**src/rtl/trap_pkg.sv**
```systemverilog
package trap_pkg;
  localparam int STATUS_W = 32;
  localparam int NIRQ     = 8;
  localparam int IDX_W    = 5;

  localparam int B_SUP    = 0;
  localparam int B_PSUP   = 1;
  localparam int B_IEN    = 2;
  localparam int B_PIEN   = 3;
  localparam int B_FPU    = 4;
  localparam int B_U64    = 5;
  localparam int B_S64    = 6;
  localparam int B_VM     = 7;
  localparam int B_VEC    = 8;
  localparam int MASK_LO  = 16;
  localparam int PEND_LO  = 24;

  typedef enum logic [IDX_W-1:0] {
    CR_STATUS  = 5'd0,
    CR_EPC     = 5'd1,
    CR_BADADDR = 5'd2,
    CR_VECTOR  = 5'd3,
    CR_CAUSE   = 5'd4,
    CR_PTBASE  = 5'd5,
    CR_ASID    = 5'd6,
    CR_FLUSH   = 5'd7,
    CR_COUNT   = 5'd8,
    CR_CMP     = 5'd9,
    CR_IPI_SET = 5'd10,
    CR_IPI_CLR = 5'd11,
    CR_HART    = 5'd12,
    CR_IMPL    = 5'd13,
    CR_SCR0    = 5'd14,
    CR_SCR1    = 5'd15
  } cr_idx_e;

  localparam int BANK_SLOTS = 5;
  localparam int BANK_AW    = $clog2(BANK_SLOTS);

  // {hit, slot} for the plain storage registers held in the bank
  function automatic logic [BANK_AW:0] bank_slot(input logic [IDX_W-1:0] idx);
    case (idx)
      CR_BADADDR: bank_slot = {1'b1, BANK_AW'(0)};
      CR_PTBASE:  bank_slot = {1'b1, BANK_AW'(1)};
      CR_CMP:     bank_slot = {1'b1, BANK_AW'(2)};
      CR_SCR0:    bank_slot = {1'b1, BANK_AW'(3)};
      CR_SCR1:    bank_slot = {1'b1, BANK_AW'(4)};
      default:    bank_slot = '0;
    endcase
  endfunction
endpackage

```
**src/rtl/trap_irq_pick.sv**
```systemverilog
module trap_irq_pick #(
  parameter  int N  = 8,
  localparam int IW = (N > 1) ? $clog2(N) : 1
) (
  input  logic [N-1:0]  req,
  output logic          any,
  output logic [IW-1:0] idx
);
  always_comb begin
    any = |req;
    idx = '0;
    for (int i = N - 1; i >= 0; i--) begin
      if (req[i]) idx = IW'(i);
    end
    // a reported winner is always a requesting line
    assert_pick_valid_R6: assert (!any || req[idx]);
  end
endmodule

```
**src/rtl/trap_reg_bank.sv**
```systemverilog
module trap_reg_bank #(
  parameter  int DW    = 32,
  parameter  int SLOTS = 5,
  localparam int AW    = (SLOTS > 1) ? $clog2(SLOTS) : 1
) (
  input  logic          clk,
  input  logic          we,
  input  logic [AW-1:0] waddr,
  input  logic [DW-1:0] wdata,
  input  logic          re,
  input  logic [AW-1:0] raddr,
  output logic [DW-1:0] rdata
);
  logic [DW-1:0] mem [SLOTS];

  always_ff @(posedge clk) begin
    if (we) mem[waddr] <= wdata;
  end

  always_ff @(posedge clk) begin
    if (re) rdata <= mem[raddr];
  end
endmodule

```
**src/rtl/trap_status_ctrl.sv**
```systemverilog
module trap_status_ctrl
  import trap_pkg::*;
#(
  parameter int DATA_W         = 32,
  parameter int CAUSE_W        = 5,
  parameter int IRQ_CAUSE_BASE = 16,
  parameter int HART_ID        = 0,
  parameter bit HAS_FPU        = 1'b0,
  parameter bit HAS_VEC        = 1'b0
) (
  input  logic               clk,
  input  logic               rst,
  input  logic               trap_req,
  input  logic [CAUSE_W-1:0] trap_cause,
  input  logic [NIRQ-1:0]    irq_pend,
  input  logic [DATA_W-1:0]  cur_pc,
  input  logic               eret,
  input  logic               cr_we,
  input  logic               cr_re,
  input  logic [IDX_W-1:0]   cr_idx,
  input  logic [DATA_W-1:0]  cr_wdata,
  output logic [DATA_W-1:0]  cr_rdata,
  output logic               redirect_valid,
  output logic [DATA_W-1:0]  redirect_pc,
  output logic               trap_taken,
  output logic               irq_taken,
  output logic [CAUSE_W-1:0] taken_cause,
  output logic               illegal,
  output logic               tlb_flush
);
  localparam int IRQ_IW = $clog2(NIRQ);

  // status fields
  logic sup_q, psup_q, ien_q, pien_q, fpu_q, u64_q, s64_q, vm_q, vec_q;
  logic [NIRQ-1:0] mask_q, pend_q;
  logic [STATUS_W-1:0] status_word;

  logic [DATA_W-1:0]  epc_q, vec_base_q, count_q;
  logic [CAUSE_W-1:0] cause_q;

  assign status_word = {pend_q, mask_q, 7'b0, vec_q, vm_q, s64_q, u64_q,
                        fpu_q, pien_q, ien_q, psup_q, sup_q};

  // interrupt selection
  logic              irq_any;
  logic [IRQ_IW-1:0] irq_idx;

  trap_irq_pick #(.N(NIRQ)) u_pick (
    .req (pend_q & mask_q),
    .any (irq_any),
    .idx (irq_idx)
  );

  // event priority: trap, then return, then interrupt
  logic take_trap, do_ret, ret_ok, ret_bad, take_irq, enter, wr_ok;
  logic [CAUSE_W-1:0] enter_cause;

  always_comb begin
    take_trap   = trap_req;
    do_ret      = !trap_req && eret;
    ret_ok      = do_ret && sup_q;
    ret_bad     = do_ret && !sup_q;
    take_irq    = !trap_req && !eret && ien_q && irq_any;
    enter       = take_trap || take_irq;
    wr_ok       = cr_we && !trap_req && !eret && !take_irq;
    enter_cause = take_trap ? trap_cause
                            : CAUSE_W'(IRQ_CAUSE_BASE) + CAUSE_W'(irq_idx);
  end

  // status, EPC, cause, vector and event outputs
  always_ff @(posedge clk) begin
    if (rst) begin
      sup_q <= 1'b1; psup_q <= 1'b0; ien_q <= 1'b0; pien_q <= 1'b0;
      fpu_q <= 1'b0; u64_q <= 1'b0; s64_q <= 1'b0; vm_q <= 1'b0; vec_q <= 1'b0;
      mask_q <= '0; pend_q <= '0;
      epc_q <= '0; vec_base_q <= '0; cause_q <= '0;
      redirect_valid <= 1'b0; redirect_pc <= '0;
      trap_taken <= 1'b0; irq_taken <= 1'b0; taken_cause <= '0;
      illegal <= 1'b0;
    end else begin
      pend_q         <= irq_pend;
      redirect_valid <= 1'b0;
      trap_taken     <= 1'b0;
      irq_taken      <= 1'b0;
      illegal        <= 1'b0;
      if (enter) begin
        sup_q          <= 1'b1;
        psup_q         <= sup_q;
        ien_q          <= 1'b0;
        pien_q         <= ien_q;
        epc_q          <= cur_pc;
        cause_q        <= enter_cause;
        redirect_valid <= 1'b1;
        redirect_pc    <= vec_base_q;
        trap_taken     <= take_trap;
        irq_taken      <= take_irq;
        taken_cause    <= enter_cause;
      end else if (ret_ok) begin
        sup_q          <= psup_q;
        psup_q         <= 1'b0;
        ien_q          <= pien_q;
        pien_q         <= 1'b0;
        redirect_valid <= 1'b1;
        redirect_pc    <= epc_q;
      end else if (ret_bad) begin
        illegal        <= 1'b1;
      end else if (wr_ok) begin
        case (cr_idx)
          CR_STATUS: begin
            sup_q  <= cr_wdata[B_SUP];
            psup_q <= cr_wdata[B_PSUP];
            ien_q  <= cr_wdata[B_IEN];
            pien_q <= cr_wdata[B_PIEN];
            fpu_q  <= HAS_FPU && cr_wdata[B_FPU];
            u64_q  <= cr_wdata[B_U64];
            s64_q  <= cr_wdata[B_S64];
            vm_q   <= cr_wdata[B_VM];
            vec_q  <= HAS_VEC && cr_wdata[B_VEC];
            mask_q <= cr_wdata[MASK_LO +: NIRQ];
          end
          CR_EPC:    epc_q      <= cr_wdata;
          CR_VECTOR: vec_base_q <= cr_wdata;
          CR_CAUSE:  cause_q    <= cr_wdata[CAUSE_W-1:0];
          default: ;
        endcase
      end
    end
  end

  // free-running count
  always_ff @(posedge clk) begin
    if (rst) count_q <= '0;
    else if (wr_ok && cr_idx == CR_COUNT) count_q <= cr_wdata;
    else count_q <= count_q + 1'b1;
  end

  // plain storage registers in a RAM-style bank
  logic [BANK_AW:0] wslot, rslot;
  logic [DATA_W-1:0] bank_rdata;
  assign wslot = bank_slot(cr_idx);
  assign rslot = bank_slot(cr_idx);

  trap_reg_bank #(.DW(DATA_W), .SLOTS(BANK_SLOTS)) u_bank (
    .clk   (clk),
    .we    (wr_ok && wslot[BANK_AW]),
    .waddr (wslot[BANK_AW-1:0]),
    .wdata (cr_wdata),
    .re    (cr_re && rslot[BANK_AW]),
    .raddr (rslot[BANK_AW-1:0]),
    .rdata (bank_rdata)
  );

  // read path for everything outside the bank
  logic [DATA_W-1:0] fix_rdata_q;
  logic              from_bank_q;

  always_ff @(posedge clk) begin
    if (rst) begin
      fix_rdata_q <= '0;
      from_bank_q <= 1'b0;
      tlb_flush   <= 1'b0;
    end else begin
      tlb_flush <= cr_re && (cr_idx == CR_FLUSH);
      if (cr_re) begin
        from_bank_q <= rslot[BANK_AW];
        case (cr_idx)
          CR_STATUS:         fix_rdata_q <= DATA_W'(status_word);
          CR_EPC:            fix_rdata_q <= epc_q;
          CR_VECTOR:         fix_rdata_q <= vec_base_q;
          CR_CAUSE:          fix_rdata_q <= DATA_W'(cause_q);
          CR_COUNT:          fix_rdata_q <= count_q;
          CR_FLUSH, CR_HART: fix_rdata_q <= DATA_W'(HART_ID);
          CR_IMPL:           fix_rdata_q <= DATA_W'(1);
          default:           fix_rdata_q <= '0;
        endcase
      end
    end
  end

  assign cr_rdata = from_bank_q ? bank_rdata : fix_rdata_q;

  // entry leaves the core in supervisor mode with interrupts off
  assert_trap_enter_R3: assert property (@(posedge clk) disable iff (rst)
    (trap_taken || irq_taken) |-> (sup_q && !ien_q && redirect_valid));

  // an interrupt is only accepted with enable set the cycle before
  assert_irq_enable_R6: assert property (@(posedge clk) disable iff (rst)
    irq_taken |-> $past(ien_q));

  // at most one event is reported per cycle
  assert_one_event_R7: assert property (@(posedge clk) disable iff (rst)
    $onehot0({trap_taken, irq_taken, illegal}));

  // a refused return changes neither privilege nor control flow
  assert_ret_user_R5: assert property (@(posedge clk) disable iff (rst)
    illegal |-> (!redirect_valid && !sup_q && !$past(sup_q)));

  // flush pulses only in answer to a read of the flush index
  assert_flush_src_R9: assert property (@(posedge clk) disable iff (rst)
    tlb_flush |-> $past(cr_re && cr_idx == CR_FLUSH));
endmodule

```
**config.mk**
```make
export PLATFORM = sky130hd
export DESIGN_NAME = trap_status_ctrl
export DESIGN_NICKNAME = d
export VERILOG_FILES = /design/src/rtl/trap_pkg.sv /design/src/rtl/trap_irq_pick.sv /design/src/rtl/trap_reg_bank.sv /design/src/rtl/trap_status_ctrl.sv
export SDC_FILE = /design/constraint.sdc
export NUM_CORES = 1
export LEC_CHECK = 0
export BUFFER_PORTS_ARGS = -buffer_cell sky130_fd_sc_hd__buf_2
export CAP_MARGIN = 20
export CORE_MARGIN = 2
export CORE_UTILIZATION = 43
export CTS_CLUSTER_DIAMETER = 150
export DETAILED_ROUTE_END_ITERATION = 7
export PLACE_DENSITY = 0.61
export SLEW_MARGIN = 30
export SYNTH_ARGS = -nofsm -noshare
export SYNTH_HDL_FRONTEND = slang
export SYNTH_HIERARCHICAL = 1
export SYNTH_SLANG_ARGS = --single-unit
```
**constraint.sdc**
```tcl
create_clock -name clk -period 5.2 [get_ports clk]
set_clock_uncertainty 0.15 [all_clocks]
set_input_delay 0.26 -clock clk [delete_from_list [all_inputs] [get_ports clk]]
set_output_delay 0.26 -clock clk [all_outputs]
set_load 0.005 [all_outputs]
```
# --- Word level (Yosys, flattened, before mapping) ---
# Memories as Yosys holds them, arrays and structs flattened. A register that Yosys moved wholly into a read port is not among the register bits.
# Cells that the tools add are included.
op_classes:
  n_addsub: 2
  eq_ne: 15
  mux: 48
  bitwise_logic: 4
  n_reduce_logical: 37
ops:
  columns: ["operator", "count"]
  rows:
  - ["2-to-1 mux 32 bit", 9]
  - ["case mux 32 bit (6 select lines)", 1]
  - ["adder 32 x 1 -> 32 bit, second input constant", 1]
  - ["2-to-1 mux 5 bit", 6]
  - ["== test 5 x 4 -> 1 bit, second input constant", 5]
  - ["2-to-1 mux 3 bit", 8]
  - ["2-to-1 mux 1 bit", 23]
  - ["case mux 4 bit (5 select lines)", 1]
  - ["== test 5 x 3 -> 1 bit, second input constant", 3]
  - ["logical AND 1 bit", 13]
  - ["nonzero test 2 bit", 6]
  - ["== test 5 x 2 -> 1 bit, second input constant", 2]
  - ["AND reduction 5 bit", 2]
  - ["AND 8 bit", 1]
  - ["AND reduction 4 bit", 2]
  - ["OR reduction 8 bit", 1]
  - ["AND reduction 3 bit", 2]
  - ["nonzero test 3 bit", 2]
  - ["adder 5 x 3 -> 5 bit, first input constant", 1]
  - ["== test 5 x 1 -> 1 bit, second input constant", 1]
  - ["logical NOT 5 bit", 1]
  - ["logical NOT 1 bit", 4]
  - ["inequality test 2 x 1 -> 1 bit, second input constant", 2]
  - ["OR reduction 2 bit", 2]
  - ["other kinds (5)", 7]
totals:
  reg_bits: 199
  ram_bits: 160
  input_bits: 88
  out_inout_bits: 74
  wordCells: 129
  mem_count: 1
mem_list:
  columns: ["memory", "words", "word_bits", "rd", "rd_ports_with_merged_regs", "write_ports", "line", "source"]
  rows:
  - ["u_bank.mem", 5, 32, 1, 1, 1, "trap_reg_bank.sv:14", "logic [DW-1:0] mem [SLOTS];"]

# --- Longest topological paths before layout ---
depth:
  depth_word: 12
  mapped_depth: 11
  mapped_depth_nobuf: 8

# --- Hierarchy ---
# Netlist, hierarchy kept.
by_module_without_submodules:
  columns: ["module", "instances", "cells_each", "area_per_inst_um2", "seq_area_each_um2"]
  rows:
  - ["trap_status_ctrl", 1, 1146, 9633.0, 3983.8]
  - ["trap_reg_bank", 1, 381, 7225.7, 5765.5]
  - ["trap_irq_pick", 1, 13, 81.3, 0.0]

# --- Least setup slack after synthesis ---
# Ideal clock, no wire load.
synth_timing:
  path_kind: "input -> register"
  from: "input cr_idx[0]"
  to: "memory u_bank.mem[0][0], enable pin"
  setup_time_ns: 0.513
  arrival_time_ns: 4.829
  required_time_ns: 4.537
  slack_ns: -0.292
  cell_stages: 7
  path_buffers: 2
  path_cell_list: "buf_2 -> buf_1 -> and3b_1 -> nor3_1 -> nor3_1 -> and3_1 -> nor4b_1"
synth_via:
  elab_chain_cells: 5
  word_cells_on_any_way: 9
  classes_between: "eq/ne: 5; mux: 3; reduce/logical: 1"
synth_lines:
  columns: ["item", "line", "source"]
  rows:
  - ["start, declared", "trap_status_ctrl.sv:20", "input logic [IDX_W-1:0] cr_idx,"]
  - ["== test 5 x 4 -> 1 bit, or another cell as far along", "trap_pkg.sv:42", "case (idx)"]
  - ["case mux 4 bit (5 select lines) (*)", "trap_pkg.sv:42", null]
  - ["logical AND 1 bit", "trap_status_ctrl.sv:145", ".we (wr_ok && wslot[BANK_AW]),"]
  - ["2-to-1 mux 1 bit", "trap_reg_bank.sv:17", "if (we) mem[waddr] <= wdata;"]
  - ["2-to-1 mux 1 bit (not written as such)", "trap_reg_bank.sv:17", null]
  - ["end, declared", "trap_reg_bank.sv:14", null]
# Every way passes the cells marked *; elsewhere a longest branch is shown, timed or not.

# --- Worst setup path after layout ---
layout_timing:
  from: "register mask_q[4]"
  to: "register epc_q[18]"
layout_via:
  elab_chain_cells: 7
  word_cells_on_any_way: 12
  classes_between: "eq/ne: 2; mux: 1; bitwise: 1; reduce/logical: 8"
layout_lines:
  columns: ["item", "line", "source"]
  rows:
  - ["start, declared", "trap_status_ctrl.sv:35", "logic [NIRQ-1:0] mask_q, pend_q;"]
  - ["start signal, assigned", "trap_status_ctrl.sv:119", "mask_q <= cr_wdata[MASK_LO +: NIRQ];"]
  - ["AND 8 bit (*)", "trap_status_ctrl.sv:49", ".req (pend_q & mask_q),"]
  - ["OR reduction 8 bit (*)", "trap_irq_pick.sv:10", "any = |req;"]
  - ["net irq_any", "trap_status_ctrl.sv:45", "logic irq_any;"]
  - ["logical AND 1 bit (*)", "trap_status_ctrl.sv:63", "take_irq = !trap_req && !eret && ien_q && irq_any;"]
  - ["logical NOT 1 bit", "trap_status_ctrl.sv:65", "wr_ok = cr_we && !trap_req && !eret && !take_irq;"]
  - ["logical AND 1 bit", "trap_status_ctrl.sv:65", null]
  - ["nonzero test 2 bit (no source line)", null, null]
  - ["AND reduction 4 bit (no source line)", null, null]
  - ["end signal, assigned", "trap_status_ctrl.sv:91", "epc_q <= cur_pc;"]
  - ["end signal, assigned", "trap_status_ctrl.sv:121", "CR_EPC: epc_q <= cr_wdata;"]
  - ["end, declared", "trap_status_ctrl.sv:38", "logic [DATA_W-1:0] epc_q, vec_base_q, count_q;"]
# Mark *: on every way through the listed nets, which the timed path passes. The rest lies on a longest branch.
# A chain may end at the register's enable or synchronous reset.

==> flow_summary.ini <==
[outcome]
status = complete, no violations

[detailed_routing]
top_layer = met4
wl_met3_um = 2790
routed_wl_um = 49400
dr_total_vias = 12700
drtAntennaViolNets = 0
drtIter0Drc = 1226
wl_met1_um = 21700
first_pass_iters = 6
drcViolationCount = 0
vias_per_cell = 5.52
met2_length_um = 24000
wl_per_cell_um = 21.4

[finish]
drive_gt1_share_pct = 19.3
diodes = 0
fillers = 3406
final_common_cell = nand2_1
final_cell_mix = 213 x nand2_1, 198 x dfxtp_1, 192 x edfxtp_1, 160 x buf_2, 123 x nor2_1
final_util_pct = 53.1
fin_area_mm2 = 0.0206
num-nets-final = 1849
area_delta_synth_final_pct = 21.3

[placed_design]
pre_cts_ws_ns = 1.59
post-dp-hpwl_um = 31200
port_buffers = 161
globalplace.congestion = 0.820
placed_cell_area_mm2 = 0.0181

[yosys]
async_reset_ff_share_pct = 0
avgSynthCellArea_um2 = 11.0
synth_ff_type = dfxtp_1
syn_area_mm2 = 0.0169
synth_edf_count = 192
syn-num-nets = 1629
syn_inst = 1540
ys_warn_count = 6
ys_ff_latch = 391
synth_cell_types = 67
yosysSeqAreaShare_pct = 57.6

[sta]
hold_slack_ns = 0.0166
hold_viol_final = 0
drv_slew = 0
setup_viol = 0
max-slew-margin-rel_pct = 32.0
rsz0062_at_grt = false
fmax_mhz = 291
post-route-period-util_pct = 66.1
worst_slack_ns = 1.76
tightest_slew_ns = 1.02
period_minus_slack_ns = 3.44

[floorplanning]
io_pins = 162
die_w_um = 202
core_mm2 = 0.0387
die_area_mm2 = 0.0410
start_util_pct = 43.7
die_y_um = 202
rows = 72

[grt]
grt_max_degree = 90
grt_overflow = 0
track_usage_pct = 23.9
grt_pass1_wl_um = 75200
antenna_found_initial = 0
grt_pass1_vias = 12500

[setup_path]
critPathLaunchType = flip-flop
end_kind = flip-flop
worstSetupPathType = reg -> reg
worstPathArrival_ns = 3.78
crit_required_ns = 5.54
cp_max_fo = 22

[clock_network]
clock_latency_ns = 0.54
clock_path_buffers = 3
htree_levels = 2
clk_pin_slew_worst_paths_ns = 0.06
holdBufCountCts = 107
cts_root_buffer = clkbuf_16
cts_buffers = 42
ctsResizeCount = 0
cts_tree = built
cts.sinks = 391
post_cts.repair.setup_buffers = 0

[pwr]
leakage_nw = 7.36
peakVddDrop_uv = 240
power-per-cell-area_mw_per_mm2 = 330

[min_path]
hp-class = in -> reg

[job]
drv_cap = 0
-- flip-flops by register name, summed over array words and instances, names as in the netlist, 5 cells and up --
register / cells
cause_q: 5
redirect_pc: 32
fix_rdata_q: 32
vec_base_q: 32
u_bank/rdata: 32
count_q: 32
epc_q: 32
pend_q: 8
mask_q: 8
taken_cause: 5
u_bank/mem: 160
-- stage by stage --
step	power [mW]	instances	setup TNS, ns
4_1_cts	6.83	2310	0
3_3_place_gp	3.76	2125	0
3_5_place_dp	3.77	2127	0
6_report	6.79	2310	0
2_1_floorplan	3.59	1540	-2.95
5_1_grt	7.00	2310	0
-- power breakdown --
group          leakage (nW)  internal (mW)  switching [mW]
Combinational          3.34          0.183           0.268
Clock                 0.673           1.81            1.21
Sequential             3.35           3.28          0.0401
-- Yosys cell counts (24+ instances only) --
master	instances	area share (%)
a211oi_1	33	1.5
a311oi_1	35	1.8
a21oi_1	115	3.4
a22oi_1	36	1.6
xnor2_1	24	1.2
edfxtp_1	192	34
nand2_1	213	4.7
clkbuf_1	62	1.4
mux2_2	33	2.2
nor2_1	128	2.8
inv_1	42	0.93
dfxtp_1	199	24
buf_2	29	0.86
a211oi_2	31	2.3
nor2b_1	67	2.5
mux2i_1	60	3.5
-- layer usage --
metal	up-vias	GRT usage, %
li1	6043	-
met1	6198	32.7
met2	435	40.3
met3	65	2.83
met4	0	6.31
met5	-	0
-- final cells by class --
type / count / area (µm²) / area share [%]
repair buffers: 292 / 2090 / 10.2
well taps: 518 / 648 / 3.15
multi-input cells: 991 / 6530 / 31.8
inverters: 42 / 158 / 0.767
clock inverters: 17 / 208 / 1.01
flip-flops and latches: 391 / 9750 / 47.5
clock buffers: 59 / 1170 / 5.67
-- kinds of logic after synthesis --
family | count (synthesis) | synth area share (%)
AND/OR/NAND/NOR | 522 | 14.8
flip-flops | 391 | 57.6
AO/OA/AOI/OAI | 345 | 15.8
buffers and inverters | 158 | 4.50
multiplexers | 93 | 5.74
XOR/XNOR | 30 | 1.55
adder cells (fa/ha/maj) | 1 | 0.0738
-- critical path, stage by stage, from the launching register on --
cell and delay, ns:
dfxtp_1 0.34, and2_1 0.19, nor4_2 0.33, nand3_1 0.15
nand2_1 0.35, o21ba_2 0.49, buf_4 0.42, nand2_1 0.11
a311oi_1 0.27, dlygate4sd3_1 0.58
-- final timing paths --
| path | depth (start not counted) | slack, ns | endpoint | from |
|---|---|---|---|---|
| worst max-delay path | 9 | 1.76 | epc_q[18]$_SDFFE_PP0P_ | mask_q[4]$_SDFFE_PP0P_ |
| worst max register to register | 9 | 1.76 | epc_q[18]$_SDFFE_PP0P_ | mask_q[4]$_SDFFE_PP0P_ |
| worst min register to register | 2 | 0.30 | redirect_pc[2]$_SDFFE_PP0P_ | redirect_pc[2]$_SDFFE_PP0P_ |
| worst min-delay path | 5 | 0.02 | taken_cause[2]$_SDFFE_PP0N_ | trap_cause[2] |
Note: power is estimated with default switching activity, not from simulation.
